--- config.mk ---
export PLATFORM = sky130hd
export DESIGN_NAME = lin_sync_detect
export DESIGN_NICKNAME = d
export VERILOG_FILES = /design/src/rtl/lin_sync_pkg.sv /design/src/rtl/lin_rx_edge.sv /design/src/rtl/lin_stamp_timer.sv /design/src/rtl/lin_rate_window.sv /design/src/rtl/lin_idle_watch.sv /design/src/rtl/lin_sync_detect.sv
export SDC_FILE = /design/constraint.sdc
export NUM_CORES = 1
export LEC_CHECK = 0
export BUFFER_PORTS_ARGS = -buffer_cell sky130_fd_sc_hd__buf_4
export CAP_MARGIN = 10
export CORE_MARGIN = 1
export CORE_UTILIZATION = 63
export CTS_CLUSTER_DIAMETER = 120
export DETAILED_ROUTE_END_ITERATION = 10
export PLACE_DENSITY = 0.83
export SLEW_MARGIN = 5
export SYNTH_ARGS = -nofsm -noshare
export SYNTH_HDL_FRONTEND = slang
export SYNTH_SLANG_ARGS = --single-unit
export TNS_END_PERCENT = 20
--- constraint.sdc ---
create_clock -name clk -period 6.4 [get_ports clk]
set_input_delay 0.64 -clock clk [delete_from_list [all_inputs] [get_ports clk]]
set_output_delay 0.64 -clock clk [all_outputs]
set_load 0.03 [all_outputs]
--- src/rtl/lin_sync_pkg.sv ---
package lin_sync_pkg;
    typedef enum logic [2:0] {
        ST_IDLE,
        ST_BREAK,
        ST_DELIM,
        ST_SYNCH,
        ST_JUDGE
    } sync_state_t;
endpackage

--- src/rtl/lin_rx_edge.sv ---
// Two-flop synchronizer plus registered edge detection on the receive line.
module lin_rx_edge (
    input  logic clk,
    input  logic rst_n,
    input  logic rx_in,
    output logic fall,
    output logic rise
);
    logic meta_q, sync_q, prev_q;

    always_ff @(posedge clk or negedge rst_n) begin
        if (!rst_n) begin
            meta_q <= 1'b1;
            sync_q <= 1'b1;
            prev_q <= 1'b1;
        end else begin
            meta_q <= rx_in;
            sync_q <= meta_q;
            prev_q <= sync_q;
        end
    end

    assign fall = prev_q & ~sync_q;
    assign rise = ~prev_q & sync_q;
endmodule

--- src/rtl/lin_stamp_timer.sv ---
// Free-running timestamp counter; wraps modulo 2^W.
module lin_stamp_timer #(
    parameter int unsigned W = 16
) (
    input  logic         clk,
    input  logic         rst_n,
    output logic [W-1:0] stamp
);
    always_ff @(posedge clk or negedge rst_n) begin
        if (!rst_n) stamp <= '0;
        else        stamp <= stamp + W'(1);
    end
endmodule

--- src/rtl/lin_rate_window.sv ---
// Tolerance windows around each nominal bit period.
module lin_rate_window #(
    parameter int unsigned W        = 16,
    parameter int unsigned NOM_FAST = 417,
    parameter int unsigned NOM_MID  = 833,
    parameter int unsigned NOM_SLOW = 3333
) (
    input  logic [W-1:0] period,
    output logic         hit
);
    localparam int unsigned NRATES = 3;
    logic [NRATES-1:0] hits;

    for (genvar g = 0; g < NRATES; g++) begin : g_win
        localparam int unsigned NOM = (g == 0) ? NOM_FAST : (g == 1) ? NOM_MID : NOM_SLOW;
        localparam int unsigned LO  = (NOM * 85) / 100;
        localparam int unsigned HI  = (NOM * 115) / 100;
        assign hits[g] = (period >= W'(LO)) && (period <= W'(HI));
    end

    assign hit = |hits;
endmodule

--- src/rtl/lin_idle_watch.sv ---
// Counts enabled cycles since the last qualified break and flags a quiet bus.
module lin_idle_watch #(
    parameter int unsigned LIMIT = 1000
) (
    input  logic clk,
    input  logic rst_n,
    input  logic en,
    input  logic clr,
    output logic quiet
);
    localparam int unsigned CW = $clog2(LIMIT + 1);
    logic [CW-1:0] cnt;

    always_ff @(posedge clk or negedge rst_n) begin
        if (!rst_n) begin
            cnt   <= '0;
            quiet <= 1'b0;
        end else if (!en || clr) begin
            cnt   <= '0;
            quiet <= 1'b0;
        end else begin
            if (cnt != CW'(LIMIT)) cnt <= cnt + CW'(1);
            quiet <= (cnt == CW'(LIMIT));
        end
    end
endmodule

--- src/rtl/lin_sync_detect.sv ---
module lin_sync_detect
    import lin_sync_pkg::*;
#(
    parameter int unsigned TS_W       = 16,
    parameter int unsigned NOM_FAST   = 417,
    parameter int unsigned NOM_MID    = 833,
    parameter int unsigned NOM_SLOW   = 3333,
    parameter int unsigned BRK_MIN    = (11 * NOM_FAST * 85) / 100,
    parameter int unsigned GAP_MAX    = 60000,
    parameter int unsigned IDLE_LIMIT = 25000 * NOM_SLOW
) (
    input  logic            clk,
    input  logic            rst_n,
    input  logic            en,
    input  logic            rx_in,
    output logic [TS_W-1:0] bit_period,
    output logic            baud_ok,
    output logic            sync_err,
    output logic            bus_idle
);
    localparam int unsigned XW       = TS_W + 4;
    localparam int unsigned SYNC_FALLS = 5;
    localparam int unsigned EC_W     = $clog2(SYNC_FALLS + 1);

    sync_state_t     st, nxt;
    logic            fall, rise;
    logic [TS_W-1:0] stamp, t_mark, brk_len, dlm_len, span, gap, since;
    logic [EC_W-1:0] edge_cnt;
    logic [TS_W-1:0] per;
    logic [XW-1:0]   per11;
    logic            rate_hit, accept, tmo, brk_good, gap_hit;

    lin_rx_edge u_edge (
        .clk(clk), .rst_n(rst_n), .rx_in(rx_in), .fall(fall), .rise(rise)
    );

    lin_stamp_timer #(.W(TS_W)) u_stamp (
        .clk(clk), .rst_n(rst_n), .stamp(stamp)
    );

    lin_rate_window #(
        .W(TS_W), .NOM_FAST(NOM_FAST), .NOM_MID(NOM_MID), .NOM_SLOW(NOM_SLOW)
    ) u_win (
        .period(per), .hit(rate_hit)
    );

    lin_idle_watch #(.LIMIT(IDLE_LIMIT)) u_idle (
        .clk(clk), .rst_n(rst_n), .en(en), .clr(brk_good), .quiet(bus_idle)
    );

    assign since   = stamp - t_mark;
    assign gap_hit = (gap == TS_W'(GAP_MAX));
    assign per     = span >> 3;
    assign per11   = {4'b0, per} * XW'(11);
    assign accept  = rate_hit && ({4'b0, brk_len} >= per11) && (dlm_len >= per);

    // next-state logic
    always_comb begin
        nxt      = st;
        tmo      = 1'b0;
        brk_good = 1'b0;
        unique case (st)
            ST_IDLE: begin
                if (fall) nxt = ST_BREAK;
            end
            ST_BREAK: begin
                if (rise) begin
                    if (since >= TS_W'(BRK_MIN)) begin
                        nxt      = ST_DELIM;
                        brk_good = 1'b1;
                    end else begin
                        nxt = ST_IDLE;
                    end
                end else if (gap_hit) begin
                    nxt = ST_IDLE;
                    tmo = 1'b1;
                end
            end
            ST_DELIM: begin
                if (fall) nxt = ST_SYNCH;
                else if (gap_hit) begin
                    nxt = ST_IDLE;
                    tmo = 1'b1;
                end
            end
            ST_SYNCH: begin
                if (fall && edge_cnt == EC_W'(SYNC_FALLS - 1)) nxt = ST_JUDGE;
                else if (gap_hit) begin
                    nxt = ST_IDLE;
                    tmo = 1'b1;
                end
            end
            ST_JUDGE: nxt = ST_IDLE;
            default:  nxt = ST_IDLE;
        endcase
        if (!en) begin
            nxt      = ST_IDLE;
            tmo      = 1'b0;
            brk_good = 1'b0;
        end
    end

    // state register
    always_ff @(posedge clk or negedge rst_n) begin
        if (!rst_n) st <= ST_IDLE;
        else        st <= nxt;
    end

    // timestamp captures and edge/gap counting
    always_ff @(posedge clk or negedge rst_n) begin
        if (!rst_n) begin
            t_mark   <= '0;
            brk_len  <= '0;
            dlm_len  <= '0;
            span     <= '0;
            edge_cnt <= '0;
            gap      <= '0;
        end else begin
            if (fall || rise || st == ST_IDLE) gap <= '0;
            else if (!gap_hit)                 gap <= gap + TS_W'(1);
            unique case (st)
                ST_IDLE:  if (fall) t_mark <= stamp;
                ST_BREAK: if (rise) begin
                    brk_len <= since;
                    t_mark  <= stamp;
                end
                ST_DELIM: if (fall) begin
                    dlm_len  <= since;
                    t_mark   <= stamp;
                    edge_cnt <= EC_W'(1);
                end
                ST_SYNCH: if (fall) begin
                    edge_cnt <= edge_cnt + EC_W'(1);
                    span     <= since;
                end
                ST_JUDGE: ;
                default:  ;
            endcase
        end
    end

    // outputs
    always_ff @(posedge clk or negedge rst_n) begin
        if (!rst_n) begin
            bit_period <= '0;
            baud_ok    <= 1'b0;
            sync_err   <= 1'b0;
        end else if (!en) begin
            baud_ok  <= 1'b0;
            sync_err <= 1'b0;
        end else begin
            baud_ok  <= (st == ST_JUDGE) && accept;
            sync_err <= tmo || ((st == ST_JUDGE) && !accept);
            if (st == ST_JUDGE && accept) bit_period <= per;
        end
    end
endmodule

==> reports/qor.yml <==
fin_crit_sh_pct: 83.9
fin_worst_skew_ns: 0.00972
synth_seq_area_share_pct: 40.6
final_nets: 1066
p_int_uw: 1660
root_buffer: "clkbuf_16"
post_cts_buffers: 0
place_inst: 1124
criticalPathCategory: "flop to flop"
nFillCells: 1037
p_leak_uw: 0.00462
synth-edff-count: 0
yosysTopAreaCellShare_pct: 39.7
worst-r2r-setup-slack_ns: 1.03
core-area_um2: 13900
num_rows: 43
ctsResizeCount: 0
worstRegToRegCells: 18
setup_viol: 0
cp_max_fo: 14
synth_most_common_cell: "dfrtp_1"
synthArstFlopShare_pct: 100
gr-total-overflow: 0
power_density_nw_per_um2: 228
cts_max_level: 4
ctsHoldBuffers: 0
pwr-share-comb_pct: 12.5
synth_cell_types: 59
hold_path_class: "input pin to async pin"
vias: 6711
maxCapViolCount: 0
cp.arrival_ns: 5.67
die_w_um: 121
finalMaxSlewViolations: 0
startpoint: "span[5]"
hold_slack_ns: 0.195
first_iter_violations: 367
wirelength_um: 18300
ys_top_cells_by_area: "dfrtp_1 40%, ha_1 12%, nand2_1 4.4%"
status: "finished, final reports clean"
worstSkewPairLatency_ns: 0.43
port_buffers: 19
fin_cells: 1155
clockBufferDepth: 2
fmax_mhz: 186
cts_buffers: 17
grt_pass1_wl_um: 31300
grt.total_usage_pct: 27.5
cts.sinks: 145
rr_startpoint: "span[5]"
wire_per_inst_um: 15.8
ys_seq_elements: 145
critPathRequiredTime_ns: 6.70
tns_ns: 0
synth_area_um2: 8940
cts_tree: "yes"
io_pins: 23
synth_area_leader_cell: "dfrtp_1"
pwr-share-seq_pct: 45.1
multi_input_area_um2: 4880
syn_inst: 943
die_height_um: 121
synth-main-ff-cell: "dfrtp_1"
dpl.hpwl_um: 12700
worst_pin_slew_ns: 1.23
clock_power_share_pct: 42.4
initial_core_util_pct: 64.4
rr_endpoint: "bit_period[0]"
netSwitchingFraction_pct: 25.9
die_area_um2: 14700
grt_pass1_vias: 6628
clkTransAtPathRegs_ns: 0.06
max_slew_margin_pct: 17.9
startpoint_type: "flop"
yosys_warnings: 0
antenna_left: 0
avgSynthCellArea_um2: 9.49
end_kind: "flop"
antenna_found_initial: 0
antenna_cells: 0
grt_max_degree: 80
seqCellArea_um2: 3630
yosys-top-cells-count: "142 x dfrtp_1, 104 x nand2_1, 88 x ha_1"
syn_to_final_growth_pct: 9.55
remaining_drc_errors: 0
hold_viol_final: 0
drive_above_1_share_pct: 9.23
p_switching_uw: 578
drtPass1Iterations: 6
vias_per_cell: 5.81
vdd_drop_max_mv: 0.182
finalCriticalPeriod_ns: 5.37
gp_congestion: 0.885
grt_setup_unrepaired: "false"
-- stage by stage --
stage               util (%)  setup WS [ns]  instance area [um2]  power [uW]
finish                  70.6           1.03                 9800        2230
global route            70.6          0.675                 9800        2340
CTS                     70.6           1.04                 9800        2240
detailed placement      66.5           1.07                 9240        1300
global placement        66.5           1.27                 9240        1280
floorplan                  -           1.82                 8950        1210
-- kinds of logic after synthesis --
| logic type | count (synthesis) | synth area share, % |
|---|---|---|
| simple gates | 312 | 16.7 |
| compound gates | 175 | 12.2 |
| flops | 145 | 40.6 |
| buf+inv | 110 | 4.92 |
| fa+ha+maj | 99 | 14.8 |
| xor+xnor | 72 | 7.05 |
| mux | 29 | 3.64 |
| other cells | 1 | 0.0419 |
-- critical path, cell delays in order, from the launching register on --
cell     delay [ns]
dfrtp_1        0.53
ha_1           0.38
inv_1          0.07
fa_1           0.49
inv_1          0.04
ha_1           0.24
o31ai_1        0.41
a21oi_1        0.17
o21ai_0        0.37
xnor2_1        0.12
ha_1           0.33
nand2_1        0.06
o21ai_0        0.23
a41o_1         0.14
nand4_1        0.09
o21ai_0        0.18
and4b_1        0.25
nand4_1        0.62
mux2_2         0.53
-- how the worst max path moves through the flow --
stage                           to  depth (start not counted)
floorplan           bit_period[10]                         18
global placement     bit_period[4]                         17
detailed placement   bit_period[0]                         17
CTS                  bit_period[0]                         17
global route         bit_period[8]                         19
finish               bit_period[0]                         18
-- cells in the final DEF (no fill, tap or decap), drive strengths merged, types with 5 or more instances in the layout --
| cell | n |
|---|---|
| nor2b | 5 |
| clkbuf | 21 |
| a211oi | 8 |
| ha | 88 |
| nor4 | 10 |
| inv | 86 |
| dfrtp | 142 |
| nor2 | 55 |
| xor2 | 43 |
| xnor2 | 29 |
| nand4 | 17 |
| mux2 | 28 |
| nand3 | 33 |
| and3 | 10 |
| a21oi | 34 |
| nand2 | 104 |
| a21o | 12 |
| and2 | 6 |
| clkinv | 6 |
| o21a | 9 |
| o21ai | 74 |
| buf | 23 |
| nand2b | 14 |
| fa | 11 |
| nor3 | 37 |
-- power groups by stage --
stage / Clock [uW] / Sequential (uW) / Combinational, uW
4_1_cts: 957 / 1010 / 280
6_report: 947 / 1010 / 279
5_1_grt: 1010 / 1010 / 319
3_5_place_dp: 0 / 1020 / 274
2_1_floorplan: 0 / 1010 / 200
3_3_place_gp: 0 / 1020 / 263
-- layer usage --
layer,track usage [%],up-vias,part of all wire (%)
met5,0,-,0
met4,10.3,0,2.6
met3,6.11,49,4.2
met2,43.0,159,47
met1,37.6,3190,46
li1,-,3313,-
-- cell type report --
cell class,instances,area share (%)
Clock buffer,21,4.60
Clock inverter,10,1.15
Inverter,86,3.29
Multi-Input combinational cell,690,49.8
Sequential cell,145,37.1
Tap cell,180,2.30
Timing Repair Buffer,23,1.80
-- flip-flops by register name, summed over array words and instances, names as in the netlist, 13 cells and up --
name,cells
brk_len,16
dlm_len,16
bit_period,13
gap,16
t_mark,16
u_idle.cnt,27
u_stamp.stamp,16
span,13
Power figures use the tool's default switching activity.
